## src/rtl/manch_enc_pkg.sv

```systemverilog
package manch_enc_pkg;

    // Which half of the bit period is on the line
    typedef enum logic {
        HALF_FIRST  = 1'b0,
        HALF_SECOND = 1'b1
    } half_e;

    // Level of the internal bit-rate clock during a half-bit:
    // high in the first half, low in the second
    function automatic logic bit_clk_level(input half_e h);
        return (h == HALF_FIRST);
    endfunction

endpackage

```

## src/rtl/manch_seq.sv

```systemverilog
module manch_seq
    import manch_enc_pkg::*;
#(
    parameter int WORD_W = 8
) (
    input  logic  clk,
    input  logic  rst,
    input  logic  en,
    input  logic  load,
    output logic  capture,
    output logic  advance,
    output logic  busy,
    output logic  done,
    output half_e half
);

    localparam int IDX_W = (WORD_W > 1) ? $clog2(WORD_W) : 1;
    localparam logic [IDX_W-1:0] IDX_TOP = IDX_W'(WORD_W - 1);

    typedef struct packed {
        logic             busy;
        logic             done;
        half_e            half;
        logic [IDX_W-1:0] idx;
    } seq_t;

    localparam seq_t SEQ_RST = '{busy: 1'b0, done: 1'b0, half: HALF_FIRST, idx: '0};

    seq_t seq_d, seq_q;

    always_comb begin
        seq_d      = seq_q;
        seq_d.done = 1'b0;
        capture    = 1'b0;
        advance    = 1'b0;
        if (en) begin
            if (!seq_q.busy) begin
                if (load) begin
                    capture    = 1'b1;
                    seq_d.busy = 1'b1;
                    seq_d.half = HALF_FIRST;
                    seq_d.idx  = IDX_TOP;
                end
            end else if (seq_q.half == HALF_FIRST) begin
                seq_d.half = HALF_SECOND;
            end else begin
                advance    = 1'b1;
                seq_d.half = HALF_FIRST;
                if (seq_q.idx == '0) begin
                    seq_d.busy = 1'b0;
                    seq_d.done = 1'b1;
                end else begin
                    seq_d.idx = seq_q.idx - 1'b1;
                end
            end
        end
    end

    always_ff @(posedge clk) begin
        if (rst) seq_q <= SEQ_RST;
        else     seq_q <= seq_d;
    end

    assign busy = seq_q.busy;
    assign done = seq_q.done;
    assign half = seq_q.half;

endmodule

```

## src/rtl/manch_shreg.sv

```systemverilog
module manch_shreg #(
    parameter int WORD_W = 8
) (
    input  logic              clk,
    input  logic              rst,
    input  logic              capture,
    input  logic              advance,
    input  logic [WORD_W-1:0] word,
    output logic              cur_bit
);

    logic [WORD_W-1:0] sr_d, sr_q;

    always_comb begin
        sr_d = sr_q;
        if (capture)      sr_d = word;
        else if (advance) sr_d = sr_q << 1;
    end

    always_ff @(posedge clk) begin
        if (rst) sr_q <= '0;
        else     sr_q <= sr_d;
    end

    assign cur_bit = sr_q[WORD_W-1];

endmodule

```

## src/rtl/manch_coder.sv

```systemverilog
module manch_coder
    import manch_enc_pkg::*;
(
    input  logic  rst,
    input  logic  en,
    input  logic  busy,
    input  logic  cur_bit,
    input  half_e half,
    output logic  line
);

    logic gate_ok;

    always_comb begin
        gate_ok = en & ~rst & busy;
        line    = gate_ok & (cur_bit ^ bit_clk_level(half));
    end

endmodule

```

## src/rtl/manch_ser_enc.sv

```systemverilog
module manch_ser_enc
    import manch_enc_pkg::*;
#(
    parameter int WORD_W = 8
) (
    input  logic              clk,
    input  logic              rst,
    input  logic              en,
    input  logic              load,
    input  logic [WORD_W-1:0] data,
    output logic              line,
    output logic              busy,
    output logic              done
);

    logic  capture;
    logic  advance;
    logic  cur_bit;
    half_e half;

    manch_seq #(.WORD_W(WORD_W)) seq_i (
        .clk     (clk),
        .rst     (rst),
        .en      (en),
        .load    (load),
        .capture (capture),
        .advance (advance),
        .busy    (busy),
        .done    (done),
        .half    (half)
    );

    manch_shreg #(.WORD_W(WORD_W)) shreg_i (
        .clk     (clk),
        .rst     (rst),
        .capture (capture),
        .advance (advance),
        .word    (data),
        .cur_bit (cur_bit)
    );

    manch_coder coder_i (
        .rst     (rst),
        .en      (en),
        .busy    (busy),
        .cur_bit (cur_bit),
        .half    (half),
        .line    (line)
    );

endmodule

```

## config.mk

```make
export PLATFORM = sky130hd
export DESIGN_NAME = manch_ser_enc
export DESIGN_NICKNAME = d
export VERILOG_FILES = /design/src/rtl/manch_enc_pkg.sv /design/src/rtl/manch_seq.sv /design/src/rtl/manch_shreg.sv /design/src/rtl/manch_coder.sv /design/src/rtl/manch_ser_enc.sv
export SDC_FILE = /design/constraint.sdc
export NUM_CORES = 1
export LEC_CHECK = 0
export BUFFER_PORTS_ARGS = -buffer_cell sky130_fd_sc_hd__buf_2
export CAP_MARGIN = 20
export CELL_PAD_IN_SITES_DETAIL_PLACEMENT = 1
export CELL_PAD_IN_SITES_GLOBAL_PLACEMENT = 2
export CORE_AREA = 2 2 49 51
export CTS_BUF_LIST = sky130_fd_sc_hd__clkbuf_2
export DETAILED_ROUTE_END_ITERATION = 7
export DIE_AREA = 0 0 51 53
export PLACE_DENSITY = 0.88
export SYNTH_ARGS = -nofsm -noshare
export SYNTH_HDL_FRONTEND = slang
export SYNTH_SLANG_ARGS = --single-unit
```

## constraint.sdc

```tcl
create_clock -name clk -period 3.5 [get_ports clk]
set_input_delay 0.7 -clock clk [delete_from_list [all_inputs] [get_ports clk]]
set_output_delay 0.7 -clock clk [all_outputs]
set_load 0.005 [all_outputs]
```

### After elaboration in Yosys (flattened, before gate mapping)

Index checks and enable logic that the tools add are counted.

* flip-flop bits (word level): 14
* input port bits: 12
* output and inout port bits: 3
* logic and storage cells: 38

* add/subtract/negate cells: 1
* equal/unequal tests: 2
* mux-type cells: 16
* bitwise gates (word level): 8
* reduce and logical (&&, ||, !) cells: 6

Operators by type and width (number)
* $mux W8: 2
* $mux W1: 8
* $mux W4: 2
* $mux W3: 2
* $mux W2: 2
* $ne A2 B2 Y1 const B: 2
* $not A1 Y1: 4
* $reduce_and A4 Y1: 1
* $reduce_bool A2 Y1: 2
* $reduce_or A4 Y1: 1
* $and A1 B1 Y1: 3
* $logic_not A3 Y1: 1
* $sub A3 B1 Y3 const B: 1
* $reduce_and A2 Y1: 1
* $xor A1 B1 Y1: 1

### Depth between registers and ports, before layout

Gate-level depths: netlist of run 1.

* word-level depth: 5
* mapped depth: 5
* gate-level depth less buffers: 5

### Modules after synthesis

Synthesis of run 1 repeated with hierarchy kept, for this count alone.

* cell total of the unflattened synthesis: 70
* area, all modules: 695.7 sq um

Modules (own cells, without submodules)
* manch_shreg: times used 1, cells each 35, area an instance 369.1 sq um, sequential area each 160.2 sq um
* manch_seq: times used 1, cells each 32, area an instance 304.0 sq um, sequential area each 120.1 sq um
* manch_coder: times used 1, cells each 3, area an instance 22.5 sq um, sequential area each 0.0 sq um

### Least setup slack after synthesis of run 1

Ideal clock, no wire load.

* path kind: input port to output port
* start: in en
* end: out line
* arrival: 1.195 ns
* data required time: 2.800 ns
* setup slack: 1.605 ns
* stages on the path: 3
* path buffers: 1
* cell sequence: clkbuf_1 nand2_1 nor3_1

* longest elaborated chain between the ends: 3

RTL lines
* from (decl): RTL line manch_ser_enc.sv:8 `input logic en,`
* $and A1 B1 Y1 (2 in a row): RTL line manch_coder.sv:15 `gate_ok = en & ~rst & busy;`
* $and A1 B1 Y1: RTL line manch_coder.sv:16 `line = gate_ok & (cur_bit ^ bit_clk_level(half));`
* to (decl): RTL line manch_ser_enc.sv:11 `output logic line,`

Every way passes these cells.

### Final worst setup path of run 1

Same ends and word-level chain as after synthesis.

==> results of run 1 <==
-- where the power goes --
group          internal (mW)  switching, mW  leakage, nW
clock network         0.0248         0.0527       0.0140
registers              0.170         0.0116        0.115
logic                 0.0318         0.0342        0.198
-- placed cells by master (no fill, tap or decap), types with 2 or more instances in the layout --
cell / netlist / routed
nor2b_1: 2 / 2
ha_1: 2 / 2
nor3_1: 4 / 4
o22ai_1: 4 / 4
nand2_1: 2 / 2
a31o_2: 2 / 2
nand3b_1: 4 / 4
clkbuf_2: 0 / 3
a211oi_1: 8 / 8
dfxtp_1: 14 / 14
o21ai_0: 5 / 5
a21oi_1: 13 / 13
nor3b_1: 3 / 3
inv_1: 5 / 5
nand2b_1: 2 / 2
buf_2: 4 / 14
-- cell type report --
class / count / area, sq um
well taps: 28 / 35.0
clock buffers: 3 / 15.0
clock inverters: 1 / 3.75
multi-input cells: 60 / 403
fillers: 271 / 1320
flip-flops and latches: 14 / 280
inverters: 5 / 18.8
repair buffers: 14 / 70.1
-- worst min-delay path, cell delays in order (launching register included) --
cell     delay, ps
dfxtp_1        340
o21ai_0         70
a21oi_1         60
-- stage by stage --
| stage | setup slack (ps) | cell area, sq um | hold WS [ps] | power (mW) |
|---|---|---|---|---|
| 2_1_floorplan | 1610 | 737 | 457 | 0.234 |
| 3_3_place_gp | 1280 | 807 | 471 | 0.249 |
| 3_5_place_dp | 1120 | 807 | 486 | 0.253 |
| 4_1_cts | 1120 | 826 | 505 | 0.333 |
| 5_1_grt | 1070 | 826 | 536 | 0.351 |
| 6_report | 1130 | 826 | 502 | 0.325 |
-- layer usage --
layer  part of all wire (%)  vias to the layer above
met2                     51                        8
met5                      0                        -
met3                    2.9                        2
met1                     45                      319
li1                       -                      340
met4                   0.47                        0
-- state kept, by name, indices dropped and copies added, names as in the netlist --
name,cells
seq_i.half,1
seq_i.seq_q,3
shreg_i.sr_q,8
seq_i.busy,1
seq_i.done,1
-- cell families after synthesis --
group | after synthesis | share of synthesized area [%]
AOI/OAI and AO/OA | 36 | 31.6
and+or+nand+nor | 20 | 16.5
DFF | 14 | 38.0
buffers and inverters | 12 | 7.30
adders and majority gates | 2 | 3.40
xor gates and xnor gates | 1 | 1.19
muxes | 1 | 2.04
-- how the worst max path moves through the flow --
| stage | start | end | slack (ps) | depth (start not counted) |
|---|---|---|---|---|
| floorplan | en | line | 1610 | 3 |
| global placement | en | line | 1280 | 4 |
| detailed placement | en | line | 1120 | 4 |
| CTS | en | line | 1120 | 4 |
| global route | en | line | 1070 | 4 |
| finish | en | line | 1130 | 4 |
==> impl_metrics.env, run 1 <==
export IMPL_dieWidth_um=51
export IMPL_clock_root_buffer="clkbuf_2"
export IMPL_numPortBuffers=14
export IMPL_final_cells=125
export IMPL_worstPathRequired_ps=2800
export IMPL_clkSinkCount=14
export IMPL_r2r_end="seq_i.seq_q[1]$_SDFFE_PP0P_"
export IMPL_cts_hold_buf=0
export IMPL_crit_type="in2out"
export IMPL_drive_above_1_share_pct=21.6
export IMPL_synth_ff_type="dfxtp_1"
export IMPL_clkTransAtPathRegs_ps=140
export IMPL_grt_max_degree=27
export IMPL_cellPowerDensity_nw_per_um2=394
export IMPL_grt_pass1_vias=670
export IMPL_fmaxAchievable_mhz=421
export IMPL_synth_common_cells="dfxtp_1, a21oi_1, a211oi_1"
export IMPL_cts_htree_levels=1
export IMPL_ir_drop_mv=0.157
export IMPL_insertion_delay_ps=270
export IMPL_met2_usage_pct=24.7
export IMPL_yosysUniqueCellTypes=26
export IMPL_drtIter0Drc=13
export IMPL_track_usage_pct=14.6
export IMPL_synth_cells=86
export IMPL_synth_top_area_cell="dfxtp_1"
export IMPL_setup_viol=0
export IMPL_synth_most_common_cell="dfxtp_1"
export IMPL_grt_pass1_wl_um=2930
export IMPL_netlist_area_sq_um=737
export IMPL_yosysSeqAreaShare_pct=38.0
export IMPL_max_clock_path_buffers=2
export IMPL_hold_depth=2
export IMPL_dieArea_sq_um=2700
export IMPL_cpMaxStageDelayCell="buf_2"
export IMPL_numCtsBuffers=3
export IMPL_drc=0
export IMPL_crit_top_cell="buf_2"
export IMPL_cp_num_buf_inv=2
export IMPL_synth_fp_nets=100
export IMPL_pin_count=15
export IMPL_start_kind="input port"
export IMPL_antenna_found_initial=0
export IMPL_num_vias=669
export IMPL_holdCritPathClass="reg2reg"
export IMPL_viasPerCell=5.35
export IMPL_grt_overflow_total=0
export IMPL_nets=112
export IMPL_async_reset_ff_share_pct=0
export IMPL_syn_avg_cell_area_sq_um=8.57
export IMPL_min_from="shreg_i.sr_q[0]$_SDFFE_PP0P_"
export IMPL_wirelength_um=1700
export IMPL_synth_seq_cells=14
export IMPL_cp_end_kind="primary output"
export IMPL_synth_edff_count=0
export IMPL_cts_tree="yes"
export IMPL_crit_path_cell_trace="buf_2 -> nand2_1 -> nor3_1 -> buf_2"
export IMPL_ctsResizeCount=0
export IMPL_hold_violations=0
export IMPL_core_sq_um=2150
export IMPL_final_antenna_net_count=0
export IMPL_critPathMaxStageDelay_ps=370
export IMPL_fin_setup_tns_ps=0
export IMPL_final_util_pct=38.4
export IMPL_top_usage_layer="met2"
export IMPL_fin_crit_ps=2370
export IMPL_worstMarginPinSlew_ps=515
export IMPL_maxCapViolations=0
export IMPL_row_count=17
export IMPL_status="complete, no violations"
export IMPL_rsz0062_at_grt="false"
export IMPL_place_hpwl_um=1220
export IMPL_slew_headroom_pct=65.6
export IMPL_synth_area_leaders="dfxtp_1, a21oi_1, a211oi_1"
export IMPL_initial_utilization_pct=34.3
export IMPL_r2r_start="seq_i.busy$_SDFFE_PP0P_"
export IMPL_worst_path_dominant_cell_family="buffers and inverters"
export IMPL_synth_top_cell_area_share_pct=38.0
export IMPL_wl_per_cell_um=13.6
export IMPL_dr_pass1_iters=3
export IMPL_leakage_nw=0.327
export IMPL_place_inst=121
export IMPL_fin_crit_sh_pct=67.8
export IMPL_die_y_um=53
export IMPL_syn_to_final_growth_pct=12.1
export IMPL_synth_warnings=0
export IMPL_finClkSkew_ps=5.65
export IMPL_grtUsageMet3_pct=2.54
export IMPL_antenna_cells=0
export IMPL_cp_max_fo=26
export IMPL_maxSlewViolCount=0
export IMPL_post_cts_buffers=0
export IMPL_crit_arrival_ps=1670
export IMPL_place_congestion=0.686
export IMPL_min_to="shreg_i.sr_q[0]$_SDFFE_PP0P_"
export IMPL_met1_usage_pct=18.0
export IMPL_reg2reg_depth=3
export IMPL_r2r_slack_ps=1890
No activity file was read; power rests on OpenSTA's default activity.
==> run 2: changes to the inputs <==
CORE_AREA = 2 2 51 53   (was 2 2 49 51)
DIE_AREA = 0 0 53 55   (was 0 0 51 53)
PLACE_DENSITY = 0.82   (was 0.88)
clock period = 2.5 ns   (was 3.5 ns; I/O delays follow)
==> run 2 against run 1 <==
Effect of this change:
- setup slack got worse by 630 ps
- critical path depth decreased by 1
- final area increased by 1.2%
- utilization decreased by 3.1 points
- flip-flop and latch count unchanged
- register-to-register slack got worse by 1000 ps
- combinational power increased by 43%
- sequential share of layout area decreased by 0.41 points
- critical endpoint unchanged
- largest power group unchanged
- highest routed layer unchanged
==> impl_metrics.env, run 2 (same netlist as run 1, synthesis figures left out) <==
export IMPL_setup_viol=0
export IMPL_dieArea_sq_um=2920
export IMPL_fin_setup_tns_ps=0
export IMPL_largest_register_ffs=8
export IMPL_drive_above_1_share_pct=22.4
export IMPL_final_antenna_net_count=0
export IMPL_place_area_sq_um=817
export IMPL_numCtsBuffers=3
export IMPL_worst_path_dominant_cell_family="flip-flops"
export IMPL_cts_hold_buf=0
export IMPL_cts_tree="yes"
export IMPL_finClkSkew_ps=1.02
export IMPL_crit_type="reg2out"
export IMPL_r2r_end="seq_i.seq_q[1]$_SDFFE_PP0P_"
export IMPL_hold_violations=0
export IMPL_num_vias=655
export IMPL_cp_depth=3
export IMPL_wl_per_cell_um=13.9
export IMPL_track_usage_pct=14.1
export IMPL_maxSlewViolCount=0
export IMPL_layout_common_cells="buf_2, dfxtp_1, a21oi_1"
export IMPL_dieWidth_um=53
export IMPL_fin_area_sq_um=836
export IMPL_reg_top3="shreg_i.sr_q (8), seq_i.seq_q (3)"
export IMPL_ctsResizeCount=0
export IMPL_fin_crit_ps=2000
export IMPL_clock_root_buffer="clkbuf_2"
export IMPL_critPathMaxStageDelay_ps=670
export IMPL_clkSinkCount=14
export IMPL_dr_pass1_iters=2
export IMPL_fin_crit_sh_pct=80.0
export IMPL_cp_end_kind="primary output"
export IMPL_worstMarginPinSlew_ps=508
export IMPL_antenna_cells=0
export IMPL_drc=0
export IMPL_row_count=18
export IMPL_maxCapViolations=0
export IMPL_post_cts_buffers=0
export IMPL_leakage_nw=0.332
export IMPL_initial_utilization_pct=31.2
export IMPL_nets=113
export IMPL_start_kind="flop"
export IMPL_viasPerCell=5.12
export IMPL_insertion_delay_ps=270
export IMPL_max_clock_path_buffers=2
export IMPL_ir_drop_mv=0.272
export IMPL_place_hpwl_um=1280
export IMPL_numPortBuffers=14
export IMPL_cp_num_buf_inv=1
export IMPL_cp_max_fo=15
export IMPL_antenna_found_initial=0
export IMPL_cpMaxStageDelayCell="dfxtp_1"
export IMPL_wirelength_um=1780
export IMPL_grt_overflow_total=0
export IMPL_status="complete, no violations"
export IMPL_crit_arrival_ps=1500
export IMPL_rsz0062_at_grt="false"
export IMPL_worstPathRequired_ps=2000
export IMPL_reg2reg_depth=3
export IMPL_cts_htree_levels=1
export IMPL_pin_count=15
export IMPL_crit_path_cell_trace="nand2_1 -> nor3_1 -> buf_2"
export IMPL_grt_max_degree=26
export IMPL_r2r_start="seq_i.busy$_SDFFE_PP0P_"
export IMPL_slew_headroom_pct=66.1
export IMPL_crit_start="seq_i.busy$_SDFFE_PP0P_"
export IMPL_regMostFlops="shreg_i.sr_q"
export IMPL_clkTransAtPathRegs_ps=140
export IMPL_place_congestion=0.668
export IMPL_die_y_um=55
export IMPL_r2r_slack_ps=870
export IMPL_crit_end="line"
export IMPL_syn_to_final_growth_pct=13.4
export IMPL_grt_pass1_vias=674
export IMPL_fillers=301
export IMPL_drtIter0Drc=3
export IMPL_fmaxAchievable_mhz=500
export IMPL_core_sq_um=2360
export IMPL_cellPowerDensity_nw_per_um2=549
export IMPL_holdCritPathClass="reg2reg"
export IMPL_grt_pass1_wl_um=2960
==> run 2: metrics by stage <==
stage	hold WS (ps)	power, mW	std cells	setup WS, ps	util (%)
global route	532	0.487	128	320	35.3
detailed placement	508	0.355	124	806	34.6
global placement	483	0.351	124	935	34.6
CTS	523	0.470	128	464	35.3
finish	521	0.458	128	500	35.3
floorplan	457	0.328	86	1010	-
==> run 2: cell type report <==
class / instances / area (sq um) / area share [%]
well taps: 30 / 37.5 / 4.49
flip-flops and latches: 14 / 280 / 33.5
repair buffers: 15 / 77.6 / 9.28
clock inverters: 1 / 3.75 / 0.449
inverters: 5 / 18.8 / 2.25
multi-input cells: 60 / 403 / 48.2
clock buffers: 3 / 15.0 / 1.80
==> run 2: power by group <==
group | switching (mW) | internal, mW
sequential | 0.0158 | 0.239
clock | 0.0750 | 0.0348
combinational | 0.0488 | 0.0455
==> run 2: worst min path at each step <==
stage	from	endpoint	slack [ps]	cells after the start
6_report	shreg_i.sr_q[0]$_SDFFE_PP0P_	shreg_i.sr_q[0]$_SDFFE_PP0P_	520	2
5_1_grt	en	seq_i.done$_SDFF_PP0_	530	3
3_3_place_gp	shreg_i.sr_q[0]$_SDFFE_PP0P_	shreg_i.sr_q[0]$_SDFFE_PP0P_	480	2
3_5_place_dp	shreg_i.sr_q[0]$_SDFFE_PP0P_	shreg_i.sr_q[0]$_SDFFE_PP0P_	510	2
4_1_cts	data[3]	shreg_i.sr_q[3]$_SDFFE_PP0P_	520	3
2_1_floorplan	shreg_i.sr_q[0]$_SDFFE_PP0P_	shreg_i.sr_q[0]$_SDFFE_PP0P_	460	2
==> run 2: metal layers <==
metal / vias to the layer above / wire [um] / global-route usage (%)
li1: 339 / - / -
met1: 307 / 765 / 14.5
met2: 7 / 947 / 27.1
met3: 2 / 50 / 3.49
met4: 0 / 14 / 6.41
met5: - / 0 / 0
==> run 2: worst reg2reg max path: stages (launching register included) <==
cell and delay, ps:
dfxtp_1 670, mux2_4 420, a41o_1 270, a211oi_2 210
